--- src/rtl/branch_pc_pkg.sv ---
package branch_pc_pkg;

  typedef enum logic {
    SRC_STEP = 1'b0,
    SRC_RUN  = 1'b1
  } adv_src_e;

  typedef struct packed {
    logic jmp;
    logic cnd;
    logic zro;
  } branch_ctl_t;

  function automatic logic take_branch(input branch_ctl_t ctl);
    return ctl.jmp | (ctl.cnd & ctl.zro);
  endfunction

endpackage

--- src/rtl/branch_pc_step.sv ---
module branch_pc_step #(
  parameter int SYNC_STAGES     = 2,
  parameter int DEBOUNCE_CYCLES = 16
) (
  input  logic clk,
  input  logic rst,
  input  logic btn_raw,
  output logic press_pulse
);
  localparam int DB_W = (DEBOUNCE_CYCLES > 1) ? $clog2(DEBOUNCE_CYCLES + 1) : 1;
  localparam logic [DB_W-1:0] DB_LAST = DB_W'(DEBOUNCE_CYCLES - 1);

  logic [SYNC_STAGES-1:0] sync_q;
  logic                   btn_sync;
  logic                   level_q;
  logic [DB_W-1:0]        db_cnt;

  generate
    if (SYNC_STAGES == 1) begin : g_sync1
      always_ff @(posedge clk) begin
        if (rst) sync_q <= '0;
        else     sync_q <= btn_raw;
      end
    end else begin : g_syncn
      always_ff @(posedge clk) begin
        if (rst) sync_q <= '0;
        else     sync_q <= {sync_q[SYNC_STAGES-2:0], btn_raw};
      end
    end
  endgenerate

  assign btn_sync = sync_q[SYNC_STAGES-1];

  always_ff @(posedge clk) begin
    if (rst) begin
      level_q     <= 1'b0;
      db_cnt      <= '0;
      press_pulse <= 1'b0;
    end else begin
      press_pulse <= 1'b0;
      if (btn_sync == level_q) begin
        db_cnt <= '0;
      end else if (db_cnt == DB_LAST) begin
        level_q     <= btn_sync;
        db_cnt      <= '0;
        press_pulse <= btn_sync;
      end else begin
        db_cnt <= db_cnt + 1'b1;
      end
    end
  end

endmodule

--- src/rtl/branch_pc_div.sv ---
module branch_pc_div #(
  parameter int DIV_COUNT = 1000
) (
  input  logic clk,
  input  logic rst,
  input  logic enable,
  output logic tick
);
  localparam int DV_W = (DIV_COUNT > 1) ? $clog2(DIV_COUNT + 1) : 1;
  localparam logic [DV_W-1:0] DV_LAST = DV_W'(DIV_COUNT - 1);

  generate
    if (DIV_COUNT <= 1) begin : g_every
      always_ff @(posedge clk) begin
        if (rst) tick <= 1'b0;
        else     tick <= enable;
      end
    end else begin : g_count
      logic [DV_W-1:0] cnt;
      always_ff @(posedge clk) begin
        if (rst || !enable) begin
          cnt  <= '0;
          tick <= 1'b0;
        end else if (cnt == DV_LAST) begin
          cnt  <= '0;
          tick <= 1'b1;
        end else begin
          cnt  <= cnt + 1'b1;
          tick <= 1'b0;
        end
      end
    end
  endgenerate

endmodule

--- src/rtl/branch_pc_core.sv ---
module branch_pc_core
  import branch_pc_pkg::*;
#(
  parameter int ADDR_W = 2,
  parameter int IMM_W  = 10
) (
  input  logic              clk,
  input  logic              rst,
  input  logic              advance,
  input  branch_ctl_t       ctl,
  input  logic [IMM_W-1:0]  imm,
  output logic [ADDR_W-1:0] addr_q
);
  logic              load;
  logic [ADDR_W-1:0] next_addr;

  assign load = take_branch(ctl);

  always_comb begin
    if (load) next_addr = imm[ADDR_W-1:0];
    else      next_addr = addr_q + 1'b1;
  end

  always_ff @(posedge clk) begin
    if (rst)          addr_q <= '0;
    else if (advance) addr_q <= next_addr;
  end

endmodule

--- src/rtl/branch_pc.sv ---
module branch_pc
  import branch_pc_pkg::*;
#(
  parameter int ADDR_W          = 2,
  parameter int IMM_W           = 10,
  parameter int DIV_COUNT       = 1000,
  parameter int SYNC_STAGES     = 2,
  parameter int DEBOUNCE_CYCLES = 16
) (
  input  logic              clk,
  input  logic              rst,
  input  logic              run_mode,
  input  logic              step_btn,
  input  logic              jump_bit,
  input  logic              cond_bit,
  input  logic              zero_flag,
  input  logic [IMM_W-1:0]  target,
  output logic [ADDR_W-1:0] pc_addr
);
  adv_src_e    src;
  logic        run_tick;
  logic        step_pulse;
  logic        advance;
  branch_ctl_t ctl;

  assign src = run_mode ? SRC_RUN : SRC_STEP;
  assign ctl = '{jmp: jump_bit, cnd: cond_bit, zro: zero_flag};

  branch_pc_div #(.DIV_COUNT(DIV_COUNT)) u_div (
    .clk    (clk),
    .rst    (rst),
    .enable (src == SRC_RUN),
    .tick   (run_tick)
  );

  branch_pc_step #(
    .SYNC_STAGES     (SYNC_STAGES),
    .DEBOUNCE_CYCLES (DEBOUNCE_CYCLES)
  ) u_step (
    .clk         (clk),
    .rst         (rst),
    .btn_raw     (step_btn),
    .press_pulse (step_pulse)
  );

  assign advance = (src == SRC_RUN) ? run_tick : step_pulse;

  branch_pc_core #(.ADDR_W(ADDR_W), .IMM_W(IMM_W)) u_core (
    .clk     (clk),
    .rst     (rst),
    .advance (advance),
    .ctl     (ctl),
    .imm     (target),
    .addr_q  (pc_addr)
  );

endmodule

--- config.mk ---
export PLATFORM = sky130hd
export DESIGN_NAME = branch_pc
export DESIGN_NICKNAME = d
export VERILOG_FILES = /design/src/rtl/branch_pc_pkg.sv /design/src/rtl/branch_pc_step.sv /design/src/rtl/branch_pc_div.sv /design/src/rtl/branch_pc_core.sv /design/src/rtl/branch_pc.sv
export SDC_FILE = /design/constraint.sdc
export NUM_CORES = 1
export LEC_CHECK = 0
export BUFFER_PORTS_ARGS = -buffer_cell sky130_fd_sc_hd__buf_2
export CAP_MARGIN = 20
export CORE_UTILIZATION = 55
export DETAILED_ROUTE_END_ITERATION = 10
export GPL_TIMING_DRIVEN = 1
export PLACE_DENSITY = 0.92
export SYNTH_ARGS = -nofsm -noshare
export SYNTH_HDL_FRONTEND = slang
export SYNTH_SLANG_ARGS = --single-unit
--- constraint.sdc ---
create_clock -name clk -period 3.9 [get_ports clk]
set_clock_uncertainty 0.15 [all_clocks]
set_input_delay 0.39 -clock clk [delete_from_list [all_inputs] [get_ports clk]]
set_output_delay 0.39 -clock clk [all_outputs]
set_load 0.01 [all_outputs]
## After elaboration in Yosys (flattened, before gate mapping)

Cells that the tools add are included.

| storage, ports and cells | value |
|---|---|
| register bits after elaboration | 22 |
| bits of input ports | 17 |
| output and inout bits | 2 |
| word-level logic and storage cells | 27 |

| operators by class | value |
|---|---|
| add/subtract/negate cells | 3 |
| equal/unequal tests | 3 |
| mux-type cells | 4 |
| bitwise logic cells | 4 |
| reduce and logical (&&, ||, !) cells | 6 |

Operator list:

| cell | number |
|---|---|
| $add 10x1->10 const B | 1 |
| $eq 10x10->1 const B | 1 |
| $reduce_or 3->1 | 2 |
| $add 5x1->5 const B | 1 |
| $eq 5x4->1 const B | 1 |
| $mux 1 | 3 |
| $add 2x1->2 const B | 1 |
| $mux 2 | 1 |
| $not 1->1 | 2 |
| $reduce_and 2->1 | 1 |
| $reduce_or 2->1 | 1 |
| $and 1x1->1 | 1 |
| $eq 1x1->1 | 1 |
| $logic_not 1->1 | 1 |
| $logic_or 1x1->1 | 1 |
| $or 1x1->1 | 1 |

## Depth between registers and ports, before layout

| depth | value |
|---|---|
| depth after elaboration | 4 |
| mapped depth | 5 |
| depth with buffers taken out | 5 |

## Cells and area by module

A second synthesis with hierarchy kept.

| unflattened totals | value |
|---|---|
| cells, all modules | 98 |
| area total of the unflattened synthesis | 932.1 µm² |

By module, submodules not included:

| module | instances | cells each | area an instance (µm²) | sequential area each (µm²) |
|---|---|---|---|---|
| branch_pc_div | 1 | 54 | 489.2 | 220.2 |
| branch_pc_step | 1 | 29 | 319.1 | 180.2 |
| branch_pc_core | 1 | 14 | 108.9 | 40.0 |
| branch_pc | 1 | 1 | 15.0 | 0.0 |

## Worst setup path after synthesis

No wires, ideal clock.

| timing path | value |
|---|---|
| path kind | register -> register |
| from | reg u_step.db_cnt[0] |
| to | reg u_step.db_cnt[2] |
| library setup time | 0.065 ns |
| data arrival time | 1.412 ns |
| data required time | 3.685 ns |
| path slack | 2.273 ns |
| stages on the path, launching flop included | 6 |
| path buffers | 0 |
| clock period less this slack | 1.627 ns |
| cells stage by stage | dfxtp_1 > ha_1 > and3_1 > ha_1 > or3_1 > nor2_1 |

| on the way | value |
|---|---|
| word-level cells in the longest chain between the ends | 2 |
| elaborated cells between the ends (all ways) | 3 |
| classes of those cells | add/sub: 1; eq/ne: 1; reduce/logical: 1 |

RTL lines:

| element | RTL line | source |
|---|---|---|
| from (decl) | branch_pc_step.sv:16 | `logic [DB_W-1:0] db_cnt;` |
| from (signal assigned) | branch_pc_step.sv:48 | `db_cnt <= db_cnt + 1'b1;` |
| branches (longest 2 deep; another with $add 5x1->5) | -- |  |

Several ways; the timed one is not identified.
A chain may end at the register's enable or synchronous reset.

## Worst setup path after layout

| timing path | value |
|---|---|
| from | reg u_step.db_cnt[0] |
| to | reg u_step.db_cnt[3] |

The elaborated chain is that of the path after synthesis.

==> results.md <==
* Startpoint Class: flip-flop
* Syn Area/Cell at 9.306 um^2
* Tightest Pin Transition at 0.4488 ns
* Yosys top cell area share at 49.30%
* Post-DP HPWL at 1.270 mm
* Nets at 131
* TritonRoute pass-1 iters at 4
* Area contributors post-synth: dfxtp_1 49%, nor2_1 6.3%, xnor2_1 5.9%
* GP Congestion at 0.7580
* Post-Route WL at 1.884 mm
* Slew headroom at 70.02%
* Synth Warn # at 0
* Share of cells above drive strength 1 at 15.45%
* Maximum vdd drop at 419.0 uV
* Final Slew Violations at 0
* Overall power at 416.7 uW
* Post-synthesis register bit count at 22
* Part of the cycle the worst path needs at 45.66%
* Cell Rows at 14
* Top FF cell, synth: dfxtp_1
* Final Critical Period at 1.781 ns
* Seq/Total Area, Yosys at 49.30%
* Total congestion overflow at 0
* Hold depth at 2
* Most frequent CP cell: ha_1
* FMAX at 0.5615 GHz
* DR vias/cell at 5.873
* Final Hold Vio Count at 0
* RSZ-0062 raised after global routing: no
* Lkg Pwr at 0.0003677 uW
* Die Ht at 42.30 um
* Die area at 1789 um^2
* Run status: finished clean
* Syn-to-layout area delta at 13.72%
* CTS Buffer Depth at 2
* Core area at 1506 um^2
* CP max stage delay at 0.46 ns
* Worst reg-to-reg path cell count at 5
* Worst EP required at 4.01 ns
* Clk slew on worst S/H paths at 0.12 ns
* Global-route wire length before repair at 3.201 mm
* Hold buffers post-CTS at 0
* Antenna-violating nets left at 0
* Vias in the first global route at 718
* Initial Util at 59.30%
* Clk_lat worst skew at 0.31 ns
* Yosys top cell by area: dfxtp_1
* Gr usage total at 24.93%
* Largest net degree at the start of global routing at 14
* Avg WL per Cell at 14.95 um
* Buffer and inverter count on the worst path at 0
* Critical path arrival at 1.89 ns
* Vias at 740
* HP Class: input port to flip-flop
* Post-CTS setup repair buffer count at 0
* Worst-path fanout max at 5
* Asr flop ratio synth at 0%
* Cell Area, Synth at 893.4 um^2
* Post-Route Setup TNS at 0 ns
* Power per cell area at 410.1 nW/um^2
* Post-Synthesis Net Count at 116
* Boundary Pins at 19
* CTS Sinks at 22
* CP Class: flip-flop to flip-flop
* Slowest stage cell, crit path: or3_1
* CP cell instances: ha_1 -> and3_1 -> ha_1 -> or3_1 -> nor2_1
* Max capacitance violation total at 0
* Ant diodes at 0
* Synth cell types at 27
* CTS tree: built
* Worst setup EP type: flip-flop
* Residual DRC count at 0
* Die width at 42.30 um
* H-Tree Level Count at 1
* Family with the most delay on the worst path: simple AND/OR/NAND/NOR gates
* Critical Path Stages at 5
* Post-CTS sizing at 0
* Mapped Cells at 96
* Initial antenna violation count at 0
* DR iter-0 viols at 24
* Setup violations, final at 0
* Post-synth EDFFs at 0
* PortBufs at 10
* Root Buffer: clkbuf_4
* Inserted Clock Buffers at 3
==> per-stage QoR <==
step / std cells / instance area [um^2] / utilization (%) / worst slack (ns) / hold WS [ns]
floorplan: 96 / 893.4 / - / 2.273 / 0.2638
global placement: 122 / 963.4 / 63.95 / 2.214 / 0.2671
detailed placement: 122 / 963.4 / 63.95 / 2.154 / 0.2879
CTS: 126 / 1016 / 67.44 / 2.116 / 0.1165
global route: 126 / 1016 / 67.44 / 2.012 / 0.1395
finish: 126 / 1016 / 67.44 / 2.119 / 0.1256
==> logic make-up after synthesis <==
group / count (synthesis) / synth area share (%)
muxes: 2 / 2.381
AOI/OAI and AO/OA: 12 / 8.264
and+or+nand+nor: 43 / 25.49
DFF: 22 / 49.30
adders and majority gates: 3 / 4.202
buffers and inverters: 6 / 2.521
xor gates and xnor gates: 8 / 7.843
==> worst register-to-register path: stages (launching register included) <==
cell	delay (ns)
dfxtp_1	0.35
ha_1	0.22
and3_1	0.19
ha_1	0.23
or3_1	0.46
nor2_1	0.13
==> metal layers <==
layer,vias up,global-route usage [%],wire length (um)
li1,356,-,-
met3,9,8.621,117
met2,33,42.15,987
met5,-,0,0
met4,0,13.13,68
met1,342,27.20,711
==> layout by cell type, fill, tap and decap left out <==
| cell type | n |
|---|---|
| bufinv_16 | 1 |
| a31oi_1 | 2 |
| nand2b_1 | 1 |
| nor4bb_1 | 1 |
| nor3_1 | 2 |
| nand3_4 | 1 |
| a311oi_1 | 1 |
| buf_2 | 10 |
| o211ai_1 | 1 |
| mux2_2 | 1 |
| nand2_1 | 6 |
| and3_1 | 1 |
| and3_4 | 1 |
| ha_1 | 3 |
| nor2_1 | 15 |
| xor2_1 | 2 |
| o21bai_1 | 1 |
| xnor2_1 | 6 |
| o21ai_0 | 2 |
| nand3_1 | 6 |
| nand4_1 | 3 |
| a21oi_1 | 4 |
| inv_1 | 6 |
| nor2b_1 | 2 |
| dfxtp_1 | 22 |
| clkbuf_4 | 3 |
| or3_1 | 3 |
| nor3b_1 | 1 |
| mux2i_1 | 1 |
| a21o_1 | 1 |
==> worst paths after layout <==
kind	start	end	slack [ns]
max	u_step.db_cnt[0]	u_step.db_cnt[3]	2.12
min	step_btn	u_step.sync_q[0]	0.13
max reg2reg	u_step.db_cnt[0]	u_step.db_cnt[3]	2.12
min reg2reg	u_div.g_count.cnt[0]	u_div.g_count.cnt[0]	0.31
==> synthesized netlist by cell type, drive strengths merged (2+ instances only) <==
master  number
a21oi        4
ha           3
nand4        3
or3          3
nor2b        2
xor2         2
inv          6
nor2        15
nand2        6
a31oi        2
nor3         2
dfxtp       22
and3         2
o21ai        2
xnor2        6
nand3        7
==> power breakdown <==
group / switching (uW) / internal, uW
logic: 7.88 / 6.46
registers: 1.37 / 227
clock network: 70.0 / 104
total: 79.3 / 337
==> state kept, by name, summed over array words and instances (netlist names) <==
| signal | cells |
|---|---|
| u_step.press_pulse | 1 |
| u_step.db_cnt | 5 |
| u_core.addr_q | 2 |
| u_div.tick | 1 |
| u_step.level_q | 1 |
| u_div.g_count.cnt | 10 |
| u_step.sync_q | 2 |
==> area by class of cell <==
cell class                      count  area (um^2)
Clock inverter                      1        30.03
Multi-Input combinational cell     68        430.4
Clock buffer                        3        22.52
Fill cell                         109        490.5
Timing Repair Buffer               10        50.05
Tap cell                           16        20.02
Sequential cell                    22        440.4
Inverter                            6        22.52
No activity file was read; power rests on OpenSTA's default activity.
